<file path="config.mk">
export PLATFORM = sky130hd
export DESIGN_NAME = dly_line_bank
export DESIGN_NICKNAME = d
export VERILOG_FILES = /design/src/rtl/dly_pkg.sv /design/src/rtl/dly_store.sv /design/src/rtl/dly_offset_ctl.sv /design/src/rtl/dly_lane.sv /design/src/rtl/dly_line_bank.sv
export SDC_FILE = /design/constraint.sdc
export NUM_CORES = 2
export LEC_CHECK = 0
export ABC_AREA = 0
export CAP_MARGIN = 20
export CELL_PAD_IN_SITES_DETAIL_PLACEMENT = 1
export CELL_PAD_IN_SITES_GLOBAL_PLACEMENT = 2
export CORE_MARGIN = 1
export CORE_UTILIZATION = 50
export DETAILED_ROUTE_END_ITERATION = 16
export GPL_TIMING_DRIVEN = 1
export PLACE_DENSITY_LB_ADDON = 0.1
export SLEW_MARGIN = 20
export SYNTH_ARGS = -nofsm -noshare
export SYNTH_HDL_FRONTEND = slang
export SYNTH_SLANG_ARGS = --single-unit
</file>
<file path="constraint.sdc">
create_clock -name clk -period 7.84 [get_ports clk]
set_input_delay 1.568 -clock clk [delete_from_list [all_inputs] [get_ports clk]]
set_output_delay 1.568 -clock clk [all_outputs]
set_load 0.05 [all_outputs]
</file>
<file path="src/rtl/dly_pkg.sv">
package dly_pkg;

  localparam int unsigned DLY_DEPTH_DEF = 64;
  localparam int unsigned DLY_NSYNC_DEF = 8;

  // Where the next output word comes from
  typedef enum logic [1:0] {
    SRC_BYPASS = 2'd0,
    SRC_MEM    = 2'd1,
    SRC_MASK   = 2'd2
  } rd_src_e;

endpackage

</file>
<file path="src/rtl/dly_store.sv">
module dly_store
  import dly_pkg::*;
#(
  parameter int unsigned WIDTH = 16,
  parameter int unsigned DEPTH = DLY_DEPTH_DEF
) (
  input  logic                     clk,
  input  logic                     rst_n,
  input  logic                     in_valid,
  input  logic [WIDTH-1:0]         in_data,
  input  logic [$clog2(DEPTH)-1:0] act_off,
  output logic                     out_valid,
  output logic [WIDTH-1:0]         out_data
);
  localparam int unsigned AW = $clog2(DEPTH);
  localparam int unsigned FW = AW + 1;
  localparam logic [FW-1:0] FILL_MAX = FW'(DEPTH);

  logic [WIDTH-1:0] mem [DEPTH];
  logic [AW-1:0]    wr_ptr;
  logic [FW-1:0]    fill;
  rd_src_e          src;
  logic [WIDTH-1:0] rd_word;
  logic [WIDTH-1:0] nxt_word;

  // read position trails the write position, wrapping (DEPTH is a power of two)
  function automatic logic [AW-1:0] rd_addr(input logic [AW-1:0] w, input logic [AW-1:0] o);
    return w - o;
  endfunction

  // offset 0 bypasses; offsets beyond the written history are masked
  function automatic rd_src_e pick_src(input logic [AW-1:0] o, input logic [FW-1:0] f);
    if (o == '0)            return SRC_BYPASS;
    else if ({1'b0, o} <= f) return SRC_MEM;
    else                     return SRC_MASK;
  endfunction

  function automatic logic [FW-1:0] fill_next(input logic [FW-1:0] f);
    return (f == FILL_MAX) ? f : f + 1'b1;
  endfunction

  assign src     = pick_src(act_off, fill);
  assign rd_word = mem[rd_addr(wr_ptr, act_off)];

  always_comb begin
    unique case (src)
      SRC_BYPASS: nxt_word = in_data;
      SRC_MEM:    nxt_word = rd_word;
      default:    nxt_word = '0;
    endcase
  end

  always_ff @(posedge clk) begin
    if (in_valid) mem[wr_ptr] <= in_data;
  end

  always_ff @(posedge clk or negedge rst_n) begin
    if (!rst_n) begin
      wr_ptr    <= '0;
      fill      <= '0;
      out_valid <= 1'b0;
      out_data  <= '0;
    end else begin
      out_valid <= in_valid;
      if (in_valid) begin
        wr_ptr   <= wr_ptr + 1'b1;
        fill     <= fill_next(fill);
        out_data <= nxt_word;
      end
    end
  end

endmodule

</file>
<file path="src/rtl/dly_offset_ctl.sv">
module dly_offset_ctl #(
  parameter int unsigned AW    = 6,
  parameter int unsigned NSYNC = 8
) (
  input  logic                      clk,
  input  logic                      rst_n,
  input  logic                      wr_hit,
  input  logic [AW-1:0]             wr_offset,
  input  logic [$clog2(NSYNC)-1:0]  wr_sel,
  input  logic [NSYNC-1:0]          sync_in,
  output logic                      load,
  output logic [AW-1:0]             act_off
);
  localparam int unsigned SW = $clog2(NSYNC);

  logic [AW-1:0] shadow;
  logic [SW-1:0] sel_q;

  // a write in the loading cycle wins over the older staged value
  function automatic logic [AW-1:0] load_value(input logic hit, input logic [AW-1:0] w,
                                               input logic [AW-1:0] s);
    return hit ? w : s;
  endfunction

  assign load = sync_in[sel_q];

  always_ff @(posedge clk or negedge rst_n) begin
    if (!rst_n) begin
      shadow  <= '0;
      sel_q   <= '0;
      act_off <= '0;
    end else begin
      if (wr_hit) begin
        shadow <= wr_offset;
        sel_q  <= wr_sel;
      end
      if (load) act_off <= load_value(wr_hit, wr_offset, shadow);
    end
  end

endmodule

</file>
<file path="src/rtl/dly_lane.sv">
module dly_lane
  import dly_pkg::*;
#(
  parameter int unsigned WIDTH = 16,
  parameter int unsigned DEPTH = DLY_DEPTH_DEF,
  parameter int unsigned NSYNC = DLY_NSYNC_DEF
) (
  input  logic                     clk,
  input  logic                     rst_n,
  input  logic                     in_valid,
  input  logic [WIDTH-1:0]         in_data,
  input  logic                     wr_hit,
  input  logic [$clog2(DEPTH)-1:0] wr_offset,
  input  logic [$clog2(NSYNC)-1:0] wr_sel,
  input  logic [NSYNC-1:0]         sync_in,
  output logic                     load,
  output logic [$clog2(DEPTH)-1:0] act_off,
  output logic                     out_valid,
  output logic [WIDTH-1:0]         out_data
);
  localparam int unsigned AW = $clog2(DEPTH);

  dly_offset_ctl #(.AW(AW), .NSYNC(NSYNC)) u_ctl (
    .clk       (clk),
    .rst_n     (rst_n),
    .wr_hit    (wr_hit),
    .wr_offset (wr_offset),
    .wr_sel    (wr_sel),
    .sync_in   (sync_in),
    .load      (load),
    .act_off   (act_off)
  );

  dly_store #(.WIDTH(WIDTH), .DEPTH(DEPTH)) u_store (
    .clk       (clk),
    .rst_n     (rst_n),
    .in_valid  (in_valid),
    .in_data   (in_data),
    .act_off   (act_off),
    .out_valid (out_valid),
    .out_data  (out_data)
  );

endmodule

</file>
<file path="src/rtl/dly_line_bank.sv">
module dly_line_bank
  import dly_pkg::*;
#(
  parameter int unsigned NLANE = 4,
  parameter int unsigned WIDTH = 16,
  parameter int unsigned DEPTH = DLY_DEPTH_DEF,
  parameter int unsigned NSYNC = DLY_NSYNC_DEF
) (
  input  logic                                        clk,
  input  logic                                        rst_n,
  input  logic                                        in_valid,
  input  logic [NLANE-1:0][WIDTH-1:0]                 in_data,
  output logic                                        out_valid,
  output logic [NLANE-1:0][WIDTH-1:0]                 out_data,
  input  logic                                        cfg_we,
  input  logic [((NLANE > 1) ? $clog2(NLANE) : 1)-1:0] cfg_lane,
  input  logic [$clog2(DEPTH)-1:0]                    cfg_offset,
  input  logic [$clog2(NSYNC)-1:0]                    cfg_sync_sel,
  input  logic [NSYNC-1:0]                            sync_in
);
  localparam int unsigned AW = $clog2(DEPTH);
  localparam int unsigned LW = (NLANE > 1) ? $clog2(NLANE) : 1;

  // internal events brought out for the checker
  logic [NLANE-1:0]          lane_load;
  logic [NLANE-1:0]          lane_hit;
  logic [NLANE-1:0][AW-1:0]  act_off;
  logic [NLANE-1:0]          lane_vld;

  assign out_valid = lane_vld[0];

  for (genvar g = 0; g < NLANE; g++) begin : g_lane
    assign lane_hit[g] = cfg_we && (cfg_lane == LW'(g));

    dly_lane #(.WIDTH(WIDTH), .DEPTH(DEPTH), .NSYNC(NSYNC)) u_lane (
      .clk       (clk),
      .rst_n     (rst_n),
      .in_valid  (in_valid),
      .in_data   (in_data[g]),
      .wr_hit    (lane_hit[g]),
      .wr_offset (cfg_offset),
      .wr_sel    (cfg_sync_sel),
      .sync_in   (sync_in),
      .load      (lane_load[g]),
      .act_off   (act_off[g]),
      .out_valid (lane_vld[g]),
      .out_data  (out_data[g])
    );
  end

endmodule

</file>
==> results.tsv <==
stage	metric	value	unit
drt	DR iter-0 viols	7998	
finish	Syn-to-layout area delta	13.3	%
critical_path	Most common cell on crit path	mux4_2	
logic_synthesis	EDFF count, synth	4096	
logic_synthesis	Post-Syn Area per Cell	21.8	um2
job	MaxCap Viol Count	0	
floorplanning	Vert. Die Dim	578	um
critical_path	crit path capture type	flop	
hold_path	Hold Crit Depth	1	
logic_synthesis	Distinct cells, synth	70	
floorplanning	row cnt	211	
critical_path	crit path kind	flop to flop	
drt	drt first pass iters	6	
clock_network	CTS H-tree depth	5	
floorplanning	area of the die	335000	um2
placement	DP HPWL	237	mm
drt	Avg Vias per Cell	6.17	
finish	commonest non-fill, non-tap cell in the layout	edfxtp_1	
critical_path	worst-path cell chain	inv_1 -> ha_4 -> fa_4 -> buf_12 -> mux4_2 -> mux4_2 -> mux2i_1 -> o211ai_1	
logic_synthesis	Seq cells post-synth	4273	
sta	Final Skew	0.0331	ns
floorplanning	num ports	152	
floorplanning	Die X	578	um
logic_synthesis	register area share after synthesis	0.767	
sta	Max Transition Viols Final	0	
finish	Nets	8321	
drt	DRT met1 WL	180	mm
clock_network	worst-skew pair later-pin latency	0.98	ns
critical_path	CP Launch Type	flop	
critical_path	Slowest-stage cell, CP	fa_4	
global_route	Total GRT Usage	0.253	
sta	Final setup viols	0	
logic_synthesis	top cell type by total area after synthesis	edfxtp_1	
sta	RSZ-0062 raised after global routing	no	
global_route	first-pass GRT wire length	607	mm
drt	drt wl/cell	32.6	um
global_route	total gr overflow	0	
drt	Post-Route WL	421	mm
clock_network	Sink Count	4273	
drt	highest metal used	met5	
clock_network	hold_buf cts	0	
placement	routability cong.	0.777	
logic_synthesis	Syn Inst Count	7620	
floorplanning	Core ar.	331000	um2
critical_path	CP required	8.66	ns
drt	metal3 WL	25.6	mm
logic_synthesis	synth top area cells	edfxtp_1 74%, mux4_2 16%, dfrtp_1 2.7%, nor2_1 0.75%, nand2_1 0.74%	
critical_path	FF-to-FF path depth	8	
floorplanning	Initial Util	0.503	
sta	period utilization	0.604	
clock_network	CTS tree	yes	
logic_synthesis	Top FF cell, synth	edfxtp_1	
global_route	vias in the first global route	83700	
sta	Worst Tran Pin Value	1.10	ns
logic_synthesis	Post-synth ARST share	0.0414	
critical_path	Crit path largest cell delay	1.44	ns
placement	Port Buffer Count	151	
drt	Post-route DRC	0	
drt	via count	79700	
logic_synthesis	Synth Net Count	7767	
sta	relative slew slack	0.261	
hold_path	Min-Delay Path Class	flop to flop	
clock_network	Worst-path clk slew	0.06	ns
logic_synthesis	share of the synthesized area in the top cell type	0.740	
finish	share of cells above drive strength 1	0.277	
run_status	status	finished, final reports clean	
clock_network	Root Buffer	clkbuf_16	
finish	most frequent cells in the layout	4,096 x edfxtp_1, 1,156 x mux4_2, 448 x clkbuf_16	
drt	Antenna Violating Nets Remaining	0	
logic_synthesis	Mapped Area	166000	um2
clock_network	Max Root-Sink Buffers	4	
global_route	largest net degree at the start of global routing	137	
logic_synthesis	Ys Warns	0	
clock_network	# Post-CTS Setup Buffers	0	
clock_network	TritonCTS buffer count	437	
critical_path	WP data arrival	5.55	ns
sta	Final Hold Vio Count	0	
sta	Max Clk Rate	211	MHz
clock_network	CTS-repair resized insts	0	
critical_path	crit-path max FO	100	
sta	Period minus WS final	4.73	ns
drt	Routed met2 length	207	mm
global_route	initial antenna violation count	6	
sta	setup_tns	0	ns
==> metal layers <==
metal  global-route usage  vias to the layer above
met1                0.365                    43600
li1                     -                    33000
met5                    0                        -
met3               0.0371                      482
met4               0.0524                        2
met2                0.416                     2575
==> layout make-up <==
class	count	area (um2)
fillers	27700	142000
multi-input cells	2869	36900
inverters	60	225
clock inverters	261	2290
repair buffers	533	4290
well taps	4366	5460
diodes	4	10.0
flip-flops and latches	4273	127000
clock buffers	541	11600
==> flip-flops by register name (all words and copies together), names as in the netlist <==
signal / cells
g_lane.u_lane.u_store.out_data: 64
g_lane.u_lane.u_ctl.sel_q: 12
g_lane.u_lane.u_store.out_valid: 1
g_lane.u_lane.u_store.wr_ptr: 24
g_lane.u_lane.u_store.mem: 4096
g_lane.u_lane.u_store.fill: 28
g_lane.u_lane.u_ctl.act_off: 24
g_lane.u_lane.u_ctl.shadow: 24
==> worst max-delay path: cells and delay by family (launching register included) <==
| kind | cells | cell delay [ns] |
|---|---|---|
| buffers and inverters | 2 | 0.71 |
| AO/OA/AOI/OAI | 1 | 0.14 |
| flip-flops | 1 | 0.53 |
| adder cells (fa/ha/maj) | 2 | 1.63 |
| multiplexers | 3 | 1.49 |
==> synthesized netlist by cell type (50+ instances only) <==
| cell | n |
|---|---|
| a211oi_1 | 51 |
| dfrtp_1 | 177 |
| o211ai_1 | 57 |
| edfxtp_1 | 4096 |
| nand3_1 | 133 |
| nor2_1 | 330 |
| clkbuf_1 | 213 |
| and3_1 | 50 |
| ha_1 | 56 |
| nand2_1 | 328 |
| mux2_2 | 61 |
| mux2i_1 | 70 |
| buf_2 | 123 |
| mux4_2 | 1156 |
| inv_1 | 60 |
| o21ai_0 | 73 |
==> cell families (layout without fill, tap and decap cells) <==
| logic type | Yosys count | after routing | synth area share |
|---|---|---|---|
| compound gates | 449 | 449 | 0.0194 |
| xor+xnor | 50 | 50 | 0.00268 |
| fa+ha+maj | 60 | 60 | 0.00470 |
| buf+inv | 478 | 1395 | 0.0131 |
| flops | 4273 | 4273 | 0.767 |
| mux | 1287 | 1287 | 0.165 |
| other cells | 0 | 4 | 0 |
| simple gates | 1023 | 1023 | 0.0281 |
==> path summary, 6_finish.rpt <==
check	startpoint	end	slack (ns)
hold / removal	g_lane[2].u_lane.u_ctl.shadow[3]$_DFF_PN0_	g_lane[2].u_lane.u_ctl.shadow[3]$_DFF_PN0_	0.50
min in group asynchronous	rst_n	g_lane[2].u_lane.u_store.out_data[3]$_DFFE_PN0P_	0.56
setup / recovery	g_lane[3].u_lane.u_store.wr_ptr[0]$_DFFE_PN0P_	g_lane[3].u_lane.u_store.out_data[3]$_DFFE_PN0P_	3.11
setup reg to reg	g_lane[3].u_lane.u_store.wr_ptr[0]$_DFFE_PN0P_	g_lane[3].u_lane.u_store.out_data[3]$_DFFE_PN0P_	3.11
hold reg to reg	g_lane[2].u_lane.u_ctl.shadow[3]$_DFF_PN0_	g_lane[2].u_lane.u_ctl.shadow[3]$_DFF_PN0_	0.50
max in group asynchronous	rst_n	g_lane[1].u_lane.u_store.out_data[12]$_DFFE_PN0P_	5.94
==> per-stage QoR <==
stage	setup slack [ns]	utilization	std cells	instance area, um2	hold slack, ns
after floorplan	3.80	-	7620	166000	0.458
after global placement	2.78	0.527	12100	174000	0.480
after detailed placement	2.63	0.527	12100	174000	0.485
after CTS	3.05	0.569	12900	188000	0.498
after global routing	2.90	0.570	12900	188000	0.518
final	3.11	0.570	12900	188000	0.496
Power is left out: the tool's default activity adds up to more than one toggle a clock period on the data nets, which glitch-free logic cannot reach.
